`config.mk`:
```
export PLATFORM = sky130hd
export DESIGN_NAME = sf_aligner
export DESIGN_NICKNAME = d
export VERILOG_FILES = /design/src/rtl/sfa_pkg.sv /design/src/rtl/sfa_ctrl.sv /design/src/rtl/sfa_chan.sv /design/src/rtl/sfa_pack.sv /design/src/rtl/sf_aligner.sv
export SDC_FILE = /design/constraint.sdc
export NUM_CORES = 1
export LEC_CHECK = 0
export BUFFER_PORTS_ARGS = -buffer_cell sky130_fd_sc_hd__buf_2
export CORE_ASPECT_RATIO = 0.7
export CORE_MARGIN = 1.5
export CORE_UTILIZATION = 40
export DETAILED_ROUTE_END_ITERATION = 8
export GPL_TIMING_DRIVEN = 0
export HOLD_SLACK_MARGIN = 0.06
export PLACE_DENSITY_LB_ADDON = 0.12
export SLEW_MARGIN = 40
export SYNTH_ARGS = -nofsm -noshare
export SYNTH_HDL_FRONTEND = slang
export SYNTH_HIERARCHICAL = 1
export SYNTH_SLANG_ARGS = --single-unit
```
`constraint.sdc`:
```
create_clock -name clk -period 1.9 [get_ports clk]
set_input_delay 0.095 -clock clk [delete_from_list [all_inputs] [get_ports clk]]
set_output_delay 0.095 -clock clk [all_outputs]
set_load 0.05 [all_outputs]
```
`src/rtl/sfa_pkg.sv`:
```
package sfa_pkg;
  typedef enum logic [1:0] {
    ST_HUNT   = 2'd0,  // looking for a JK sync
    ST_CHKFS  = 2'd1,  // sync seen, need a frame-sync data byte
    ST_GATHER = 2'd2,  // inside a subframe
    ST_GAP    = 2'd3   // between subframes
  } sfa_state_e;

  localparam int FS_BIT = 3;
endpackage

```
`src/rtl/sfa_ctrl.sv`:
```
module sfa_ctrl #(
  parameter int BYTES = 4
) (
  input  logic clk,
  input  logic rst_n,
  input  logic lock_i,
  input  logic take,
  input  logic is_sync,
  input  logic is_fs,
  input  logic chan_full,
  output logic begin_sf,
  output logic acc_byte,
  output logic fin,
  output logic aligned,
  output logic sync_strobe,
  output logic align_err,
  output logic ovf_err
);
  import sfa_pkg::*;
  localparam int CNT_W = $clog2(BYTES);

  sfa_state_e state, nxt;
  logic [CNT_W-1:0] cnt;
  logic s_st, e_al, e_ov;

  always_comb begin
    nxt      = state;
    begin_sf = 1'b0;
    acc_byte = 1'b0;
    fin      = 1'b0;
    s_st     = 1'b0;
    e_al     = 1'b0;
    e_ov     = 1'b0;
    if (!lock_i) begin
      nxt = ST_HUNT;
    end else if (take) begin
      unique case (state)
        ST_HUNT:  if (is_sync) nxt = ST_CHKFS;
        ST_CHKFS: if (!is_sync) begin
          if (is_fs) begin
            nxt = ST_GATHER; begin_sf = 1'b1; acc_byte = 1'b1;
          end else begin
            nxt = ST_HUNT;
          end
        end
        ST_GATHER: if (is_sync) begin
          nxt = ST_HUNT; e_al = 1'b1;
        end else begin
          acc_byte = 1'b1;
          if (cnt == CNT_W'(BYTES - 1)) begin
            fin = 1'b1; nxt = ST_GAP;
          end
        end
        ST_GAP: if (is_sync) begin
          s_st = 1'b1;
        end else if (!is_fs && chan_full) begin
          e_ov = 1'b1; nxt = ST_HUNT;
        end else begin
          begin_sf = 1'b1; acc_byte = 1'b1; nxt = ST_GATHER;
        end
        default: nxt = ST_HUNT;
      endcase
    end
  end

  always_ff @(posedge clk) begin
    if (!rst_n) begin
      state       <= ST_HUNT;
      cnt         <= '0;
      sync_strobe <= 1'b0;
      align_err   <= 1'b0;
      ovf_err     <= 1'b0;
    end else begin
      state       <= nxt;
      sync_strobe <= s_st;
      align_err   <= e_al;
      ovf_err     <= e_ov;
      if (begin_sf)      cnt <= CNT_W'(1);
      else if (acc_byte) cnt <= cnt + 1'b1;
    end
  end

  assign aligned = (state == ST_GATHER) || (state == ST_GAP);

  AST_UNLOCK_HUNT: assert property (@(posedge clk) disable iff (!rst_n)
    !lock_i |=> !aligned);
  AST_SYNC_KEEPS_ALIGN: assert property (@(posedge clk) disable iff (!rst_n)
    sync_strobe |-> aligned);
  AST_ALIGN_ERR_HUNT: assert property (@(posedge clk) disable iff (!rst_n)
    align_err |-> !aligned && !sync_strobe);
  AST_OVF_HUNT: assert property (@(posedge clk) disable iff (!rst_n)
    ovf_err |-> !aligned && !align_err);
endmodule

```
`src/rtl/sfa_chan.sv`:
```
module sfa_chan #(
  parameter int MAX_SF = 64
) (
  input  logic                       clk,
  input  logic                       rst_n,
  input  logic                       begin_sf,
  input  logic                       is_fs,
  output logic [$clog2(MAX_SF)-1:0]  chan,
  output logic                       first,
  output logic                       full
);
  localparam int CHAN_W = $clog2(MAX_SF);
  localparam int NS_W   = $clog2(MAX_SF + 1);

  logic [NS_W-1:0] nseen;

  always_ff @(posedge clk) begin
    if (!rst_n) begin
      nseen <= '0;
      chan  <= '0;
      first <= 1'b0;
    end else if (begin_sf) begin
      first <= is_fs;
      if (is_fs) begin
        chan  <= '0;
        nseen <= NS_W'(1);
      end else begin
        chan  <= nseen[CHAN_W-1:0];
        nseen <= nseen + 1'b1;
      end
    end
  end

  assign full = (nseen == NS_W'(MAX_SF));

  AST_NSEEN_BOUND: assert property (@(posedge clk) disable iff (!rst_n)
    nseen <= NS_W'(MAX_SF));
endmodule

```
`src/rtl/sfa_pack.sv`:
```
module sfa_pack #(
  parameter int BYTE_W = 8,
  parameter int BYTES  = 4,
  parameter int CHAN_W = 6
) (
  input  logic                    clk,
  input  logic                    rst_n,
  input  logic                    acc_byte,
  input  logic                    fin,
  input  logic [BYTE_W-1:0]       din,
  input  logic [CHAN_W-1:0]       chan,
  input  logic                    first,
  input  logic                    out_ready,
  output logic                    in_ready,
  output logic                    out_valid,
  output logic [BYTE_W*BYTES-1:0] out_sample,
  output logic [CHAN_W-1:0]       out_chan,
  output logic                    out_first
);
  localparam int SAMPLE_W = BYTE_W * BYTES;
  localparam int KEEP_W   = SAMPLE_W - BYTE_W;

  logic [SAMPLE_W-1:0] sr;

  always_ff @(posedge clk) begin
    if (!rst_n) begin
      sr         <= '0;
      out_valid  <= 1'b0;
      out_sample <= '0;
      out_chan   <= '0;
      out_first  <= 1'b0;
    end else begin
      if (acc_byte) sr <= {sr[KEEP_W-1:0], din};
      if (fin) begin
        out_valid  <= 1'b1;
        out_sample <= {sr[KEEP_W-1:0], din};
        out_chan   <= chan;
        out_first  <= first;
      end else if (out_ready) begin
        out_valid  <= 1'b0;
      end
    end
  end

  assign in_ready = !out_valid || out_ready;

  AST_OUT_HOLD: assert property (@(posedge clk) disable iff (!rst_n)
    out_valid && !out_ready |=> out_valid && $stable(out_sample)
      && $stable(out_chan) && $stable(out_first));
endmodule

```
`src/rtl/sf_aligner.sv`:
```
module sf_aligner #(
  parameter int BYTE_W = 8,
  parameter int BYTES  = 4,
  parameter int MAX_SF = 64
) (
  input  logic                          clk,
  input  logic                          rst_n,
  input  logic                          lock_i,
  input  logic                          in_valid,
  output logic                          in_ready,
  input  logic                          in_sync,
  input  logic [BYTE_W-1:0]             in_byte,
  output logic                          out_valid,
  input  logic                          out_ready,
  output logic [BYTE_W*BYTES-1:0]       out_sample,
  output logic [$clog2(MAX_SF)-1:0]     out_chan,
  output logic                          out_first,
  output logic                          sync_strobe,
  output logic                          align_err,
  output logic                          ovf_err,
  output logic                          aligned
);
  localparam int CHAN_W = $clog2(MAX_SF);

  logic take, begin_sf, acc_byte, fin, chan_full, cur_first;
  logic [CHAN_W-1:0] cur_chan;

  assign take = in_valid && in_ready;

  sfa_ctrl #(.BYTES(BYTES)) u_ctrl (
    .clk, .rst_n, .lock_i, .take,
    .is_sync(in_sync), .is_fs(in_byte[sfa_pkg::FS_BIT]), .chan_full,
    .begin_sf, .acc_byte, .fin, .aligned, .sync_strobe, .align_err, .ovf_err
  );

  sfa_chan #(.MAX_SF(MAX_SF)) u_chan (
    .clk, .rst_n, .begin_sf, .is_fs(in_byte[sfa_pkg::FS_BIT]),
    .chan(cur_chan), .first(cur_first), .full(chan_full)
  );

  sfa_pack #(.BYTE_W(BYTE_W), .BYTES(BYTES), .CHAN_W(CHAN_W)) u_pack (
    .clk, .rst_n, .acc_byte, .fin, .din(in_byte), .chan(cur_chan),
    .first(cur_first), .out_ready, .in_ready, .out_valid, .out_sample,
    .out_chan, .out_first
  );

  AST_FIRST_IS_CH0: assert property (@(posedge clk) disable iff (!rst_n)
    out_valid |-> (out_first == (out_chan == '0)));
endmodule

```
==> results.cfg <==
[outcome]
status = finished with violations
violations = negative setup slack

[critical_path]
arrival_ps = 2410
cp-endpoint = u_chan/chan[0]$_SDFFE_PN0P_
crit_path_max_fanout = 10
critPathRequiredTime_ps = 2130
crit_path_start = u_chan/nseen[0]$_SDFFE_PN0P_
reg2reg_from = u_chan/nseen[0]$_SDFFE_PN0P_
ff2ff_setup_slack_ps = -280
r2r_cells = 10
start_kind = flip-flop
cp-end-kind = flip-flop
path_class = reg2reg
r2r_end = u_chan/chan[0]$_SDFFE_PN0P_

[power_and_ir_drop]
leakagePower_uw = 0.00166
pwr_density_cell_nw_per_um2 = 776
p_int_uw = 2720
clock_power_share = 0.447
p_sw_frac = 0.214
p_switching_uw = 740
comb_power_share = 0.037
seqPwrFrac = 0.516
irDropWorstVdd_mv = 0.460

[sta]
hold_viol = 0
fin_skew_ps = 8.32
period_needed_ps = 2180
max_freq_mhz = 460
worstMarginPinSlew_ps = 522
finalSetupViolations = 40
tns_ps = -9820
drv_slew = 0
grt_setup_unrepaired = yes
setup_ws_ps = -276
period_share = 1.15
max_slew_margin = 0.652

[floorplan]
die_h_um = 81.2
fp.dieW_um = 115
die-area_sq_um = 9310
placement_rows = 28
start_util = 0.412
io_pins = 59
core_sq_um = 8480

[cells_and_area]
final_nets = 428
final_common_cell = dfxtp_1
n_antenna_cell = 0
drive_gt1_frac = 0.265
fin_area_sq_um = 4460
mostFrequentLayoutCells = dfxtp_1, nor2b_1, mux2i_1
syn_to_final_growth_pct = 27.7

[synth]
synth-seq-cells = 85
synth_edf_count = 0
synth_top_area_share = 0.487
synth_cell_types = 40
syn_inst = 325
synth.area.top_cells = dfxtp_1, mux2i_1, nor2b_1
ys_async_sr_fraction = 0
yosysTopAreaCell = dfxtp_1
yosysWarnings = 6
synth_area_sq_um = 3490
synth.avg_cell_area_sq_um = 10.8
synth_flop_cell = dfxtp_1
synth.yosys.seq_area_share = 0.487
syn-num-nets = 342

[placed_design]
io_buffers = 58
placed_area_sq_um = 3970
gp_congestion = 0.790
dp.final_hpwl_um = 4970

[route]
drtPass1Iterations = 4
wl_met2_um = 3030
num_vias = 2480
routed-wl-met3_um = 313
drt_iter0_markers = 77
drc = 0
via_per_inst = 4.64
top_layer_used = met4
postRouteWirelength_um = 7470
wl_met1_um = 4060
ant_nets = 0
wl_per_cell_um = 14.0

[cts]
cts_inserted_buffers = 9
insertion_delay_ps = 330
clk_pin_slew_worst_paths_ps = 60
cts_root_buf = clkbuf_16
cts_max_path_buffers = 2
clock_sinks = 85
cts_tree = yes
htree_levels = 3

[hold_path]
hold_class = in2reg

[global_routing]
antenna_found_initial = 0
grt_pass1_vias = 2238
grt_max_degree = 19
grt-ovfl-total = 0
grt_pass1_wl_um = 11700
grt_use_total = 0.168

[run]
drv_cap = 0
==> repair_timing <==
action / CTS / global route
cloned: 0 / 1
pin swaps: 2 / 2
hold endpoints to repair: 15 / 0
hold buffers: 9 / 0
setup buffers: 7 / 0
setup endpoints to repair: 40 / 40
resized for setup: 8 / 1
==> worst min-delay path by stage <==
| stage | slack (ps) | endpoint | startpoint | cells after the start |
|---|---|---|---|---|
| final | 70 | u_pack/out_sample[5]$_SDFFE_PN0P_ | in_byte[5] | 3 |
| after global placement | 370 | u_pack/sr[7]$_SDFFE_PN0P_ | in_byte[7] | 3 |
| after floorplan | 170 | u_ctrl/ovf_err$_SDFF_PP0_ | in_byte[3] | 1 |
| after global routing | 100 | u_pack/sr[5]$_SDFFE_PN0P_ | in_byte[5] | 3 |
| after CTS | 70 | u_pack/sr[5]$_SDFFE_PN0P_ | in_byte[5] | 3 |
| after detailed placement | 380 | u_pack/sr[2]$_SDFFE_PN0P_ | in_byte[2] | 3 |
==> kinds of logic after synthesis <==
kind of cell / share of synthesized area
AO/OA/AOI/OAI: 0.0462
flip-flops: 0.487
multiplexers: 0.183
XOR/XNOR: 0.00752
AND/OR/NAND/NOR: 0.202
adder cells (fa/ha/maj): 0.0107
buffers and inverters: 0.0630
==> per-stage QoR <==
step,util,setup WS (ps),total power (uW),cells,hold slack [ps]
6_report,0.526,-276,3460,535,72.1
5_1_grt,0.526,-395,3580,535,95.2
4_1_cts,0.523,-293,3500,534,65.3
3_5_place_dp,0.468,-376,1930,503,384
3_3_place_gp,0.468,-365,1930,503,375
2_1_floorplan,-,-89.2,1890,325,170
==> routing by layer <==
layer / track usage / up-vias
li1: - / 1262
met1: 0.246 / 1168
met2: 0.240 / 46
met3: 0.0478 / 4
met4: 0.0519 / 0
met5: 0 / -
==> registers in the layout (all words and copies together), names as in the netlist <==
register,count
u_ctrl/ovf_err,1
u_chan/first,1
u_ctrl/cnt,2
u_ctrl/sync_strobe,1
u_pack/out_sample,32
u_chan/nseen,7
u_pack/out_valid,1
u_pack/out_first,1
u_ctrl/align_err,1
u_chan/chan,6
u_pack/out_chan,6
u_ctrl/state,2
u_pack/sr,24
==> critical path, cell delays in order, from the launching register on <==
cell     delay [ps]
dfxtp_2         330
inv_2            60
ha_4            120
or4b_4          460
nor3b_4         270
nor2b_1         110
o211a_4         290
buf_6           150
nand2_1          50
nor2_1           50
o21a_1          190
==> power groups by stage <==
stage               logic [uW]  clock network (uW)  registers (uW)
global placement           109                   0            1830
global route               137                1660            1790
detailed placement         108                   0            1830
finish                     127                1550            1790
floorplan                 60.3                   0            1830
CTS                        126                1590            1790
==> synth_stat cells (2+ instances only) <==
cell	number
dfxtp_1	85
nor2b_1	74
mux2i_1	64
nand2_1	15
nor2_1	9
inv_1	8
a21oi_1	6
buf_12	6
clkbuf_1	6
and2_1	4
buf_2	4
o21ai_0	4
ha_1	3
nand4_1	3
xor2_1	3
a31oi_1	2
and2b_1	2
buf_6	2
nand2b_1	2
o22ai_1	2
or3_1	2
==> cell type report <==
class	instances	area, sq um
Buffer	19	196
Clock buffer	11	233
Clock inverter	4	26.3
Fill cell	799	4020
Inverter	8	30.0
Multi-Input combinational cell	213	1650
Sequential cell	85	1710
Tap cell	120	150
Timing Repair Buffer	75	470
Note: power is estimated with default switching activity, not from simulation.
